--- config.mk ---
export PLATFORM = sky130hd
export DESIGN_NAME = csr_setclr_top
export DESIGN_NICKNAME = d
export VERILOG_FILES = /design/src/rtl/csr_pkg.sv /design/src/rtl/csr_bit_cell.sv /design/src/rtl/csr_readback.sv /design/src/rtl/pulse_route.sv /design/src/rtl/csr_setclr_top.sv
export SDC_FILE = /design/constraint.sdc
export NUM_CORES = 1
export LEC_CHECK = 0
export BUFFER_PORTS_ARGS = -buffer_cell sky130_fd_sc_hd__buf_2
export CAP_MARGIN = 0
export CORE_MARGIN = 2
export CORE_UTILIZATION = 25
export CTS_CLUSTER_DIAMETER = 30
export DETAILED_ROUTE_END_ITERATION = 7
export MAX_ROUTING_LAYER = met4
export SYNTH_ARGS = -nofsm -noshare
export SYNTH_HDL_FRONTEND = slang
export SYNTH_HIERARCHICAL = 1
export SYNTH_SLANG_ARGS = --single-unit
--- constraint.sdc ---
create_clock -name clk -period 3.14 [get_ports clk]
set_input_delay 0.314 -clock clk [delete_from_list [all_inputs] [get_ports clk]]
set_output_delay 0.314 -clock clk [all_outputs]
set_load 0.1 [all_outputs]
--- src/rtl/csr_pkg.sv ---
package csr_pkg;
  localparam int unsigned CSR_W  = 32;
  localparam int unsigned HALF_W = CSR_W / 2;

  // Function positions within the set half (clear is +HALF_W)
  localparam int unsigned F_LED    = 0;
  localparam int unsigned F_TPULSE = 4;
  localparam int unsigned F_CTEST  = 5;
  localparam int unsigned F_REFP   = 6;

  localparam logic [HALF_W-1:0] IMPL_MASK =
    HALF_W'((1 << F_LED) | (1 << F_TPULSE) | (1 << F_CTEST) | (1 << F_REFP));

  // Status positions in the read word
  localparam int unsigned S_SCALER = 16;
  localparam int unsigned S_MCS    = 18;
  localparam int unsigned S_ARMED  = 24;
  localparam int unsigned S_OVF    = 27;

  localparam logic [CSR_W-1:0] RD_DEFINED =
    {{HALF_W{1'b0}}, IMPL_MASK} |
    (CSR_W'(1) << S_SCALER) | (CSR_W'(1) << S_MCS) |
    (CSR_W'(1) << S_ARMED)  | (CSR_W'(1) << S_OVF);

  // Next state of one set/clear pair; both set toggles
  function automatic logic pair_next(input logic cur, input logic set_b,
                                     input logic clr_b);
    unique case ({set_b, clr_b})
      2'b10:   return 1'b1;
      2'b01:   return 1'b0;
      2'b11:   return ~cur;
      default: return cur;
    endcase
  endfunction
endpackage

--- src/rtl/csr_bit_cell.sv ---
module csr_bit_cell #(
  parameter bit IMPL = 1'b1
) (
  input  logic clk,
  input  logic rst_n,
  input  logic wr_en,
  input  logic set_b,
  input  logic clr_b,
  output logic state
);
  generate
    if (IMPL) begin : g_flop
      logic q;
      always_ff @(posedge clk) begin
        if (!rst_n)     q <= 1'b0;
        else if (wr_en) q <= csr_pkg::pair_next(q, set_b, clr_b);
      end
      assign state = q;
    end else begin : g_tie
      logic unused_in;
      assign unused_in = wr_en ^ set_b ^ clr_b ^ clk ^ rst_n;
      assign state = 1'b0;
    end
  endgenerate
endmodule

--- src/rtl/csr_readback.sv ---
module csr_readback
  import csr_pkg::*;
(
  input  logic              clk,
  input  logic              rst_n,
  input  logic              rd_req,
  input  logic [HALF_W-1:0] func_en,
  input  logic              sts_scaler_en,
  input  logic              sts_mcs_en,
  input  logic              sts_armed,
  input  logic              sts_overflow,
  output logic              rd_valid,
  output logic [CSR_W-1:0]  rd_data
);
  logic [CSR_W-1:0] word;

  always_comb begin
    word = '0;
    word[HALF_W-1:0] = func_en & IMPL_MASK;
    word[S_SCALER]   = sts_scaler_en;
    word[S_MCS]      = sts_mcs_en;
    word[S_ARMED]    = sts_armed;
    word[S_OVF]      = sts_overflow;
  end

  always_ff @(posedge clk) begin
    if (!rst_n) begin
      rd_valid <= 1'b0;
      rd_data  <= '0;
    end else begin
      rd_valid <= rd_req;
      if (rd_req) rd_data <= word;
    end
  end
endmodule

--- src/rtl/pulse_route.sv ---
module pulse_route #(
  parameter int unsigned NUM_CH = 32
) (
  input  logic              clk,
  input  logic              rst_n,
  input  logic              tp_on,
  input  logic              test_mode,
  input  logic              ref_on,
  input  logic              tp_strobe,
  input  logic              sw_pulse,
  input  logic              ref_strobe,
  input  logic [NUM_CH-1:0] tp_mask,
  input  logic [NUM_CH-1:0] ch_inhibit,
  output logic [NUM_CH-1:0] inj_pulse
);
  logic tp_go, sw_go, ref_go;
  assign tp_go  = tp_on & tp_strobe;
  assign sw_go  = test_mode & sw_pulse;
  assign ref_go = ref_on & ~test_mode & ref_strobe;

  genvar c;
  generate
    for (c = 0; c < NUM_CH; c++) begin : g_ch
      logic hit;
      if (c == 0) begin : g_first
        assign hit = (tp_go & ~tp_mask[c]) | sw_go | ref_go;
      end else begin : g_rest
        assign hit = (tp_go & ~tp_mask[c]) | sw_go;
      end
      always_ff @(posedge clk) begin
        if (!rst_n) inj_pulse[c] <= 1'b0;
        else        inj_pulse[c] <= hit & ~ch_inhibit[c];
      end
    end
  endgenerate
endmodule

--- src/rtl/csr_setclr_top.sv ---
module csr_setclr_top
  import csr_pkg::*;
#(
  parameter int unsigned NUM_CH = 32
) (
  input  logic              clk,
  input  logic              rst_n,
  input  logic              wr_en,
  input  logic [31:0]       wr_data,
  input  logic              rd_req,
  output logic              rd_valid,
  output logic [31:0]       rd_data,
  input  logic              sts_scaler_en,
  input  logic              sts_mcs_en,
  input  logic              sts_armed,
  input  logic              sts_overflow,
  output logic [15:0]       func_en,
  input  logic              tp_strobe,
  input  logic              sw_pulse,
  input  logic              ref_strobe,
  input  logic [NUM_CH-1:0] tp_mask,
  input  logic [NUM_CH-1:0] ch_inhibit,
  output logic [NUM_CH-1:0] inj_pulse
);
  logic [HALF_W-1:0] set_half, clr_half;
  assign set_half = wr_data[HALF_W-1:0];
  assign clr_half = wr_data[CSR_W-1:HALF_W];

  genvar n;
  generate
    for (n = 0; n < HALF_W; n++) begin : g_fn
      csr_bit_cell #(.IMPL(IMPL_MASK[n])) u_cell (
        .clk  (clk),
        .rst_n(rst_n),
        .wr_en(wr_en),
        .set_b(set_half[n]),
        .clr_b(clr_half[n]),
        .state(func_en[n])
      );
    end
  endgenerate

  csr_readback u_rb (
    .clk          (clk),
    .rst_n        (rst_n),
    .rd_req       (rd_req),
    .func_en      (func_en),
    .sts_scaler_en(sts_scaler_en),
    .sts_mcs_en   (sts_mcs_en),
    .sts_armed    (sts_armed),
    .sts_overflow (sts_overflow),
    .rd_valid     (rd_valid),
    .rd_data      (rd_data)
  );

  pulse_route #(.NUM_CH(NUM_CH)) u_route (
    .clk       (clk),
    .rst_n     (rst_n),
    .tp_on     (func_en[F_TPULSE] & func_en[F_CTEST]),
    .test_mode (func_en[F_CTEST]),
    .ref_on    (func_en[F_REFP]),
    .tp_strobe (tp_strobe),
    .sw_pulse  (sw_pulse),
    .ref_strobe(ref_strobe),
    .tp_mask   (tp_mask),
    .ch_inhibit(ch_inhibit),
    .inj_pulse (inj_pulse)
  );
endmodule

==> results.sh, run 1 <==
export IMPL_gp_congestion=0.7114
export IMPL_overflow=0
export IMPL_hpwl_um=3827
export IMPL_root_buffer="clkbuf_8"
export IMPL_dr_first_iter_drc_count=23
export IMPL_sw_frac_of_total_pct=40.85
export IMPL_power_mw=1.412
export IMPL_drive_gt1_share_pct=53.35
export IMPL_hold_class="in -> reg"
export IMPL_worstHoldPathCells=2
export IMPL_htreeDepth=2
export IMPL_grt_usage_pct=11.45
export IMPL_cts_tree="built"
export IMPL_portBuffers=127
export IMPL_place_area_mm2=0.002698
export IMPL_slowest_delay_ns=0.61
export IMPL_drc=0
export IMPL_pwr_share_clk_pct=26.2
export IMPL_cts_buffer_depth=2
export IMPL_yosys_area_top_type="dfxtp_1"
export IMPL_worstPathCellList="nand2_2, a311oi_1"
export IMPL_rsz0062_at_grt="false"
export IMPL_fin_ws_ns=1.547
export IMPL_netlist_instances=204
export IMPL_finClkSkew_ns=0.006211
export IMPL_clkTransAtPathRegs_ns=0.09
export IMPL_antenna_found_initial=0
export IMPL_r2r_start="g_fn[5].u_cell/state"
export IMPL_synth_common_cells="45 x dfxtp_1, 36 x buf_4, 33 x nand3b_1"
export IMPL_yosysMostFrequentCell="dfxtp_1"
export IMPL_die_h_um=98.02
export IMPL_synth_async_reset_ratio_pct=0
export IMPL_start_util_pct=25.59
export IMPL_finalCriticalPeriod_ns=1.593
export IMPL_hold_buffers=0
export IMPL_slowest_stage="nand2_2"
export IMPL_holdPathEnd="u_route/inj_pulse[24]"
export IMPL_reg2reg_depth=2
export IMPL_cp_top_family="simple AND/OR/NAND/NOR gates"
export IMPL_cp_start_kind="flip-flop"
export IMPL_path_buf_inv=0
export IMPL_fin_util_pct=32.24
export IMPL_fp_dieArea_mm2=0.009607
export IMPL_outcome="complete, no violations"
export IMPL_internal_power_uw=834.9
export IMPL_critPathArrivalTime_ns=1.80
export IMPL_period_share_pct=50.74
export IMPL_coreArea_mm2=0.008636
export IMPL_synth_area_leaders="dfxtp_1 41%, a211oi_2 17%, buf_4 12%"
export IMPL_vias=1749
export IMPL_antennaDiodeCount=0
export IMPL_synth_edff_count=0
export IMPL_drt_pass1_iterations=4
export IMPL_via_per_inst=4.154
export IMPL_synth_cell_type_count=17
export IMPL_yosysTopAreaCellShare_pct=40.77
export IMPL_stdcell_area_mm2=0.002784
export IMPL_power_frac_comb_pct=31.6
export IMPL_grt_start_max_net_pins=33
export IMPL_ys_dominant_reg_cell="dfxtp_1"
export IMPL_fmax_mhz=627.7
export IMPL_yosysWarnings=6
export IMPL_grt_pass1_vias=1683
export IMPL_layout_nets=420
export IMPL_post_cts_resized=0
export IMPL_cp_max_fo=32
export IMPL_timing_slew_headroom_pct=36.18
export IMPL_area_growth_pct=25.99
export IMPL_p_leak_nw=1.279
export IMPL_syn_avg_cell_area_um2=10.83
export IMPL_hold_start="ch_inhibit[24]"
export IMPL_end_kind="flip-flop"
export IMPL_setup_viol=0
export IMPL_path_class="reg -> reg"
export IMPL_seq_area_frac_synth_pct=40.77
export IMPL_worstMarginPinSlew_ns=0.9540
export IMPL_io_pins=188
export IMPL_die_w_um=98.02
export IMPL_wirelength_um=5357
export IMPL_grt_pass1_wl_um=8466
export IMPL_cap_viol_max_count=0
export IMPL_peakVddDrop_v=0.0001704
export IMPL_rows=34
export IMPL_ant_nets=0
export IMPL_final_hold_viol_count=0
export IMPL_r2r_setup_slack_ns=1.55
export IMPL_post_cts_buffers=0
export IMPL_setup_tns_ns=0
export IMPL_cts_buffers=5
export IMPL_power_switching_uw=576.6
export IMPL_cts_sinks=45
export IMPL_clk_latency_ns=0.29
export IMPL_synth_area_mm2=0.002210
export IMPL_synth_seq_cells=45
export IMPL_slew_violations=0
export IMPL_critPathRequiredTime_ns=3.34
export IMPL_routedWlPerCell_um=12.72
export IMPL_reg2reg_to="u_route/inj_pulse[0]"
export IMPL_pre_cts_ws_ns=1.504
export IMPL_powerDensity_mw_per_mm2=507.0
export IMPL_p_seq_share_pct=42.2
[worst max-delay path by stage]
stage | to | start | cells after the start
after global placement | u_route/inj_pulse[0] | g_fn[5].u_cell/state | 2
after global routing | u_route/inj_pulse[0] | g_fn[5].u_cell/state | 2
final | u_route/inj_pulse[0] | g_fn[5].u_cell/state | 2
after CTS | u_route/inj_pulse[0] | g_fn[5].u_cell/state | 2
after floorplan | u_route/inj_pulse[10] | g_fn[5].u_cell/state | 4
after detailed placement | u_route/inj_pulse[0] | g_fn[5].u_cell/state | 2
[power by group through the flow]
| stage | combinational (mW) | clock [mW] | sequential [mW] |
|---|---|---|---|
| CTS | 0.448 | 0.394 | 0.596 |
| global placement | 0.447 | 0 | 0.609 |
| detailed placement | 0.448 | 0 | 0.610 |
| floorplan | 0.285 | 0 | 0.730 |
| global route | 0.463 | 0.418 | 0.599 |
| finish | 0.446 | 0.369 | 0.596 |
[worst register-to-register path, cell delays in order, from the launching register on]
cell and delay [ns]:
dfxtp_1 0.48, nand2_2 0.61, a311oi_1 0.41
[cells in the final DEF (no fill, tap or decap)]
cell	netlist	routed
and4b_1	4	4
inv_2	0	1
a211oi_2	30	30
nand3b_1	33	33
conb_1	13	36
dfxtp_1	45	45
a211oi_1	1	1
a31o_1	4	4
buf_4	36	1
and2_1	1	1
nand2_1	5	4
mux2i_1	8	8
nand2_2	0	1
clkbuf_8	0	6
buf_2	6	127
a311oi_1	1	1
nor2b_1	8	8
clkbuf_1	0	1
and2_2	1	1
[flip-flops by register name, indices dropped and copies added (netlist names)]
signal,flops
u_route/inj_pulse,32
g_fn.u_cell/state,4
u_rb/rd_valid,1
u_rb/rd_data,8
[stage by stage]
step                std cells  hold slack [ns]
floorplan                 227           0.3861
global route              421           0.1496
finish                    421           0.1723
global placement          414           0.4771
detailed placement        414           0.4829
CTS                       421           0.1576
[per-layer routing]
layer | wire length [um] | vias up | part of all wire (%) | GRT usage, %
li1 | - | 853 | - | -
met1 | 2216 | 790 | 41 | 13.75
met2 | 2569 | 102 | 48 | 18.70
met3 | 531 | 4 | 9.9 | 3.579
met4 | 40 | 0 | 0.75 | 2.885
met5 | 0 | - | 0 | -
[cell type report]
type	instances	area (um^2)
Multi-Input combinational cell	132	1015
Inverter	1	3.754
Timing Repair Buffer	128	643.1
Fill cell	917	5852
Sequential cell	45	900.9
Clock buffer	7	86.33
Tap cell	108	135.1
[cell families after synthesis]
kind of cell	Yosys count	share of synthesized area, %
compound gates	36	19.31
other cells	13	2.209
buf+inv	50	17.33
flops	45	40.77
simple gates	52	16.76
mux	8	3.624
No activity file was read; power rests on OpenSTA's default activity.
==> inputs of run 2 (changes only) <==
--- a/config.mk
+++ b/config.mk
@@ -5,6 +5,7 @@
 export SDC_FILE = /design/constraint.sdc
 export NUM_CORES = 1
 export LEC_CHECK = 0
+export ABC_AREA = 1
 export BUFFER_PORTS_ARGS = -buffer_cell sky130_fd_sc_hd__buf_2
 export CAP_MARGIN = 0
 export CORE_MARGIN = 2
==> constraint.sdc (replaced) <==
create_clock -name clk -period 1.3 [get_ports clk]
set_input_delay 0.13 -clock clk [delete_from_list [all_inputs] [get_ports clk]]
set_output_delay 0.13 -clock clk [all_outputs]
set_load 0.1 [all_outputs]
==> results.sh, run 2 <==
export IMPL_outcome="complete, no violations"
export IMPL_antennaDiodeCount=0
export IMPL_layout_nets=524
export IMPL_layout_commonest_cell="buf_2"
export IMPL_path_buf_inv=1
export IMPL_worstPathCellList="buf_2"
export IMPL_fp_dieArea_mm2=0.009601
export IMPL_cp_max_fo=5
export IMPL_routedWlPerCell_um=10.50
export IMPL_synth_common_cells="52 x nand2_1, 45 x dfxtp_1, 36 x buf_4"
export IMPL_setup_viol=0
export IMPL_slew_violations=0
export IMPL_final_cell_mix="125 x buf_2, 52 x nand2_1, 41 x dfxtp_1, 36 x conb_1, 32 x nor2_2"
export IMPL_cts_buffer_depth=2
export IMPL_synth_area_mm2=0.002208
export IMPL_top_layer_used="met4"
export IMPL_peakVddDrop_v=0.0004384
export IMPL_slowest_stage="buf_2"
export IMPL_cp_top_family="buffers and inverters"
export IMPL_setup_tns_ns=0
export IMPL_synth_cell_type_count=15
export IMPL_wirelength_um=5525
export IMPL_critPathArrivalTime_ns=1.12
export IMPL_ant_nets=0
export IMPL_vias=2031
export IMPL_finClkSkew_ns=0.005731
export IMPL_grt_start_max_net_pins=23
export IMPL_area_growth_pct=46.06
export IMPL_largest_reg_flops=32
export IMPL_cts_buffers=5
export IMPL_yosys_area_top_type="dfxtp_1"
export IMPL_drt_pass1_iterations=4
export IMPL_start_util_pct=25.57
export IMPL_coreArea_mm2=0.008636
export IMPL_cap_viol_max_count=0
export IMPL_hpwl_um=4029
export IMPL_overflow=0
export IMPL_cts_sinks=45
export IMPL_grt_usage_pct=11.82
export IMPL_antenna_found_initial=0
export IMPL_drive_gt1_share_pct=50.48
export IMPL_netlist_instances=270
export IMPL_htreeDepth=2
export IMPL_cts_tree="built"
export IMPL_io_pins=188
export IMPL_slowest_delay_ns=0.44
export IMPL_drt_met1_wl_um=2256
export IMPL_timing_slew_headroom_pct=64.74
export IMPL_synth_seq_cells=45
export IMPL_die_h_um=97.99
export IMPL_final_hold_viol_count=0
export IMPL_post_cts_buffers=0
export IMPL_drc=0
export IMPL_grt_pass1_vias=1902
export IMPL_finalNonFillerCells=526
export IMPL_path_class="reg -> out"
export IMPL_synth_area_leaders="dfxtp_1 41%, buf_4 12%, o21ai_2 12%"
export IMPL_critPathRequiredTime_ns=1.17
export IMPL_synth_edff_count=0
export IMPL_yosysMostFrequentCell="nand2_1"
export IMPL_syn_avg_cell_area_um2=8.179
export IMPL_portBuffers=127
export IMPL_hold_class="in -> reg"
export IMPL_root_buffer="clkbuf_8"
export IMPL_cp_start_kind="flip-flop"
export IMPL_rows=34
export IMPL_end_kind="output pin"
export IMPL_ys_dominant_reg_cell="dfxtp_1"
export IMPL_yosysTopAreaCellShare_pct=40.79
export IMPL_clk_latency_ns=0.29
export IMPL_wl_met2_um=2711
export IMPL_p_leak_nw=1.670
export IMPL_clkTransAtPathRegs_ns=0.09
export IMPL_powerDensity_mw_per_mm2=1108
export IMPL_seq_area_frac_synth_pct=40.79
export IMPL_routed_wl_met3_um=496
export IMPL_grt_pass1_wl_um=8873
export IMPL_synth_async_reset_ratio_pct=0
export IMPL_gp_congestion=0.7386
export IMPL_yosysWarnings=6
export IMPL_dr_first_iter_drc_count=30
export IMPL_period_share_pct=95.88
export IMPL_dpl_cell_count=487
export IMPL_die_w_um=97.99
export IMPL_rsz0062_at_grt="false"
export IMPL_via_per_inst=3.861
export IMPL_worstMarginPinSlew_ns=0.5325
export IMPL_finalCriticalPeriod_ns=1.246
export IMPL_regMostFlops="u_route/inj_pulse"
export IMPL_fmax_mhz=802.3
## run 2: what timing repair did
item / CTS / global route
hold buffers: 31 / 0
endpoints found under the setup margin: 0 / 1
resized for setup: 0 / 1
endpoints found under the hold margin: 31 / 0
## run 2: final timing paths
kind                   startpoint                     to  slack [ns]  cells past startpoint
min                 ch_inhibit[0]   u_route/inj_pulse[0]        0.06                      4
min reg2reg      u_rb/rd_data[27]       u_rb/rd_data[27]        0.47                      2
max          g_fn[6].u_cell/state             func_en[6]        0.05                      1
max reg2reg  g_fn[4].u_cell/state  u_route/inj_pulse[22]        0.14                      7
## run 2: power breakdown
part / internal, mW / leakage (nW) / switching, mW
combinational: 0.276 / 1.26 / 0.990
clock: 0.374 / 0.0450 / 0.487
sequential: 1.42 / 0.369 / 0.0241
total: 2.07 / 1.67 / 1.50
## run 2: layout make-up
| type | instances | area (um^2) |
|---|---|---|
| multi-input combinational | 186 | 953.4 |
| tap | 108 | 135.1 |
| clock buffer | 6 | 72.57 |
| inverter | 14 | 52.55 |
| timing repair buffer | 165 | 1091 |
| fill | 879 | 5410 |
| sequential | 45 | 910.9 |
| clock inverter | 2 | 10.01 |
## run 2: metal layers
layer	track usage, %	vias up
li1	-	1038
met1	13.00	878
met2	21.44	109
met3	2.792	6
met4	2.885	0
met5	-	-
## run 2: worst register-to-register path: stages (launching register included)
cell     delay, ns
dfxtp_4       0.39
nand2_1       0.07
inv_1         0.08
nand2_2       0.10
buf_12        0.17
o21ai_2       0.12
nand2_1       0.07
nor2_2        0.09
## run 2: logic make-up after synthesis
| logic type | after synthesis | synth area share (%) |
|---|---|---|
| AOI/OAI and AO/OA | 35 | 13.03 |
| buffers and inverters | 62 | 19.94 |
| DFF | 45 | 40.79 |
| other | 13 | 2.210 |
| and+or+nand+nor | 115 | 24.02 |
## run 2: through the flow
| stage | total power [mW] | worst slack (ns) | cell area [um^2] | utilization (%) | hold WS (ns) |
|---|---|---|---|---|---|
| 6_report | 3.575 | 0.05353 | 3226 | 37.35 | 0.05974 |
| 5_1_grt | 3.759 | 0.007253 | 3226 | 37.35 | 0.05514 |
| 4_1_cts | 3.640 | 0.03824 | 3226 | 37.35 | 0.04139 |
| 3_5_place_dp | 2.677 | 0.1335 | 2833 | 32.80 | 0.2939 |
| 3_3_place_gp | 2.670 | 0.1251 | 2833 | 32.80 | 0.2911 |
| 2_1_floorplan | 2.515 | 0.08080 | 2305 | - | 0.1969 |
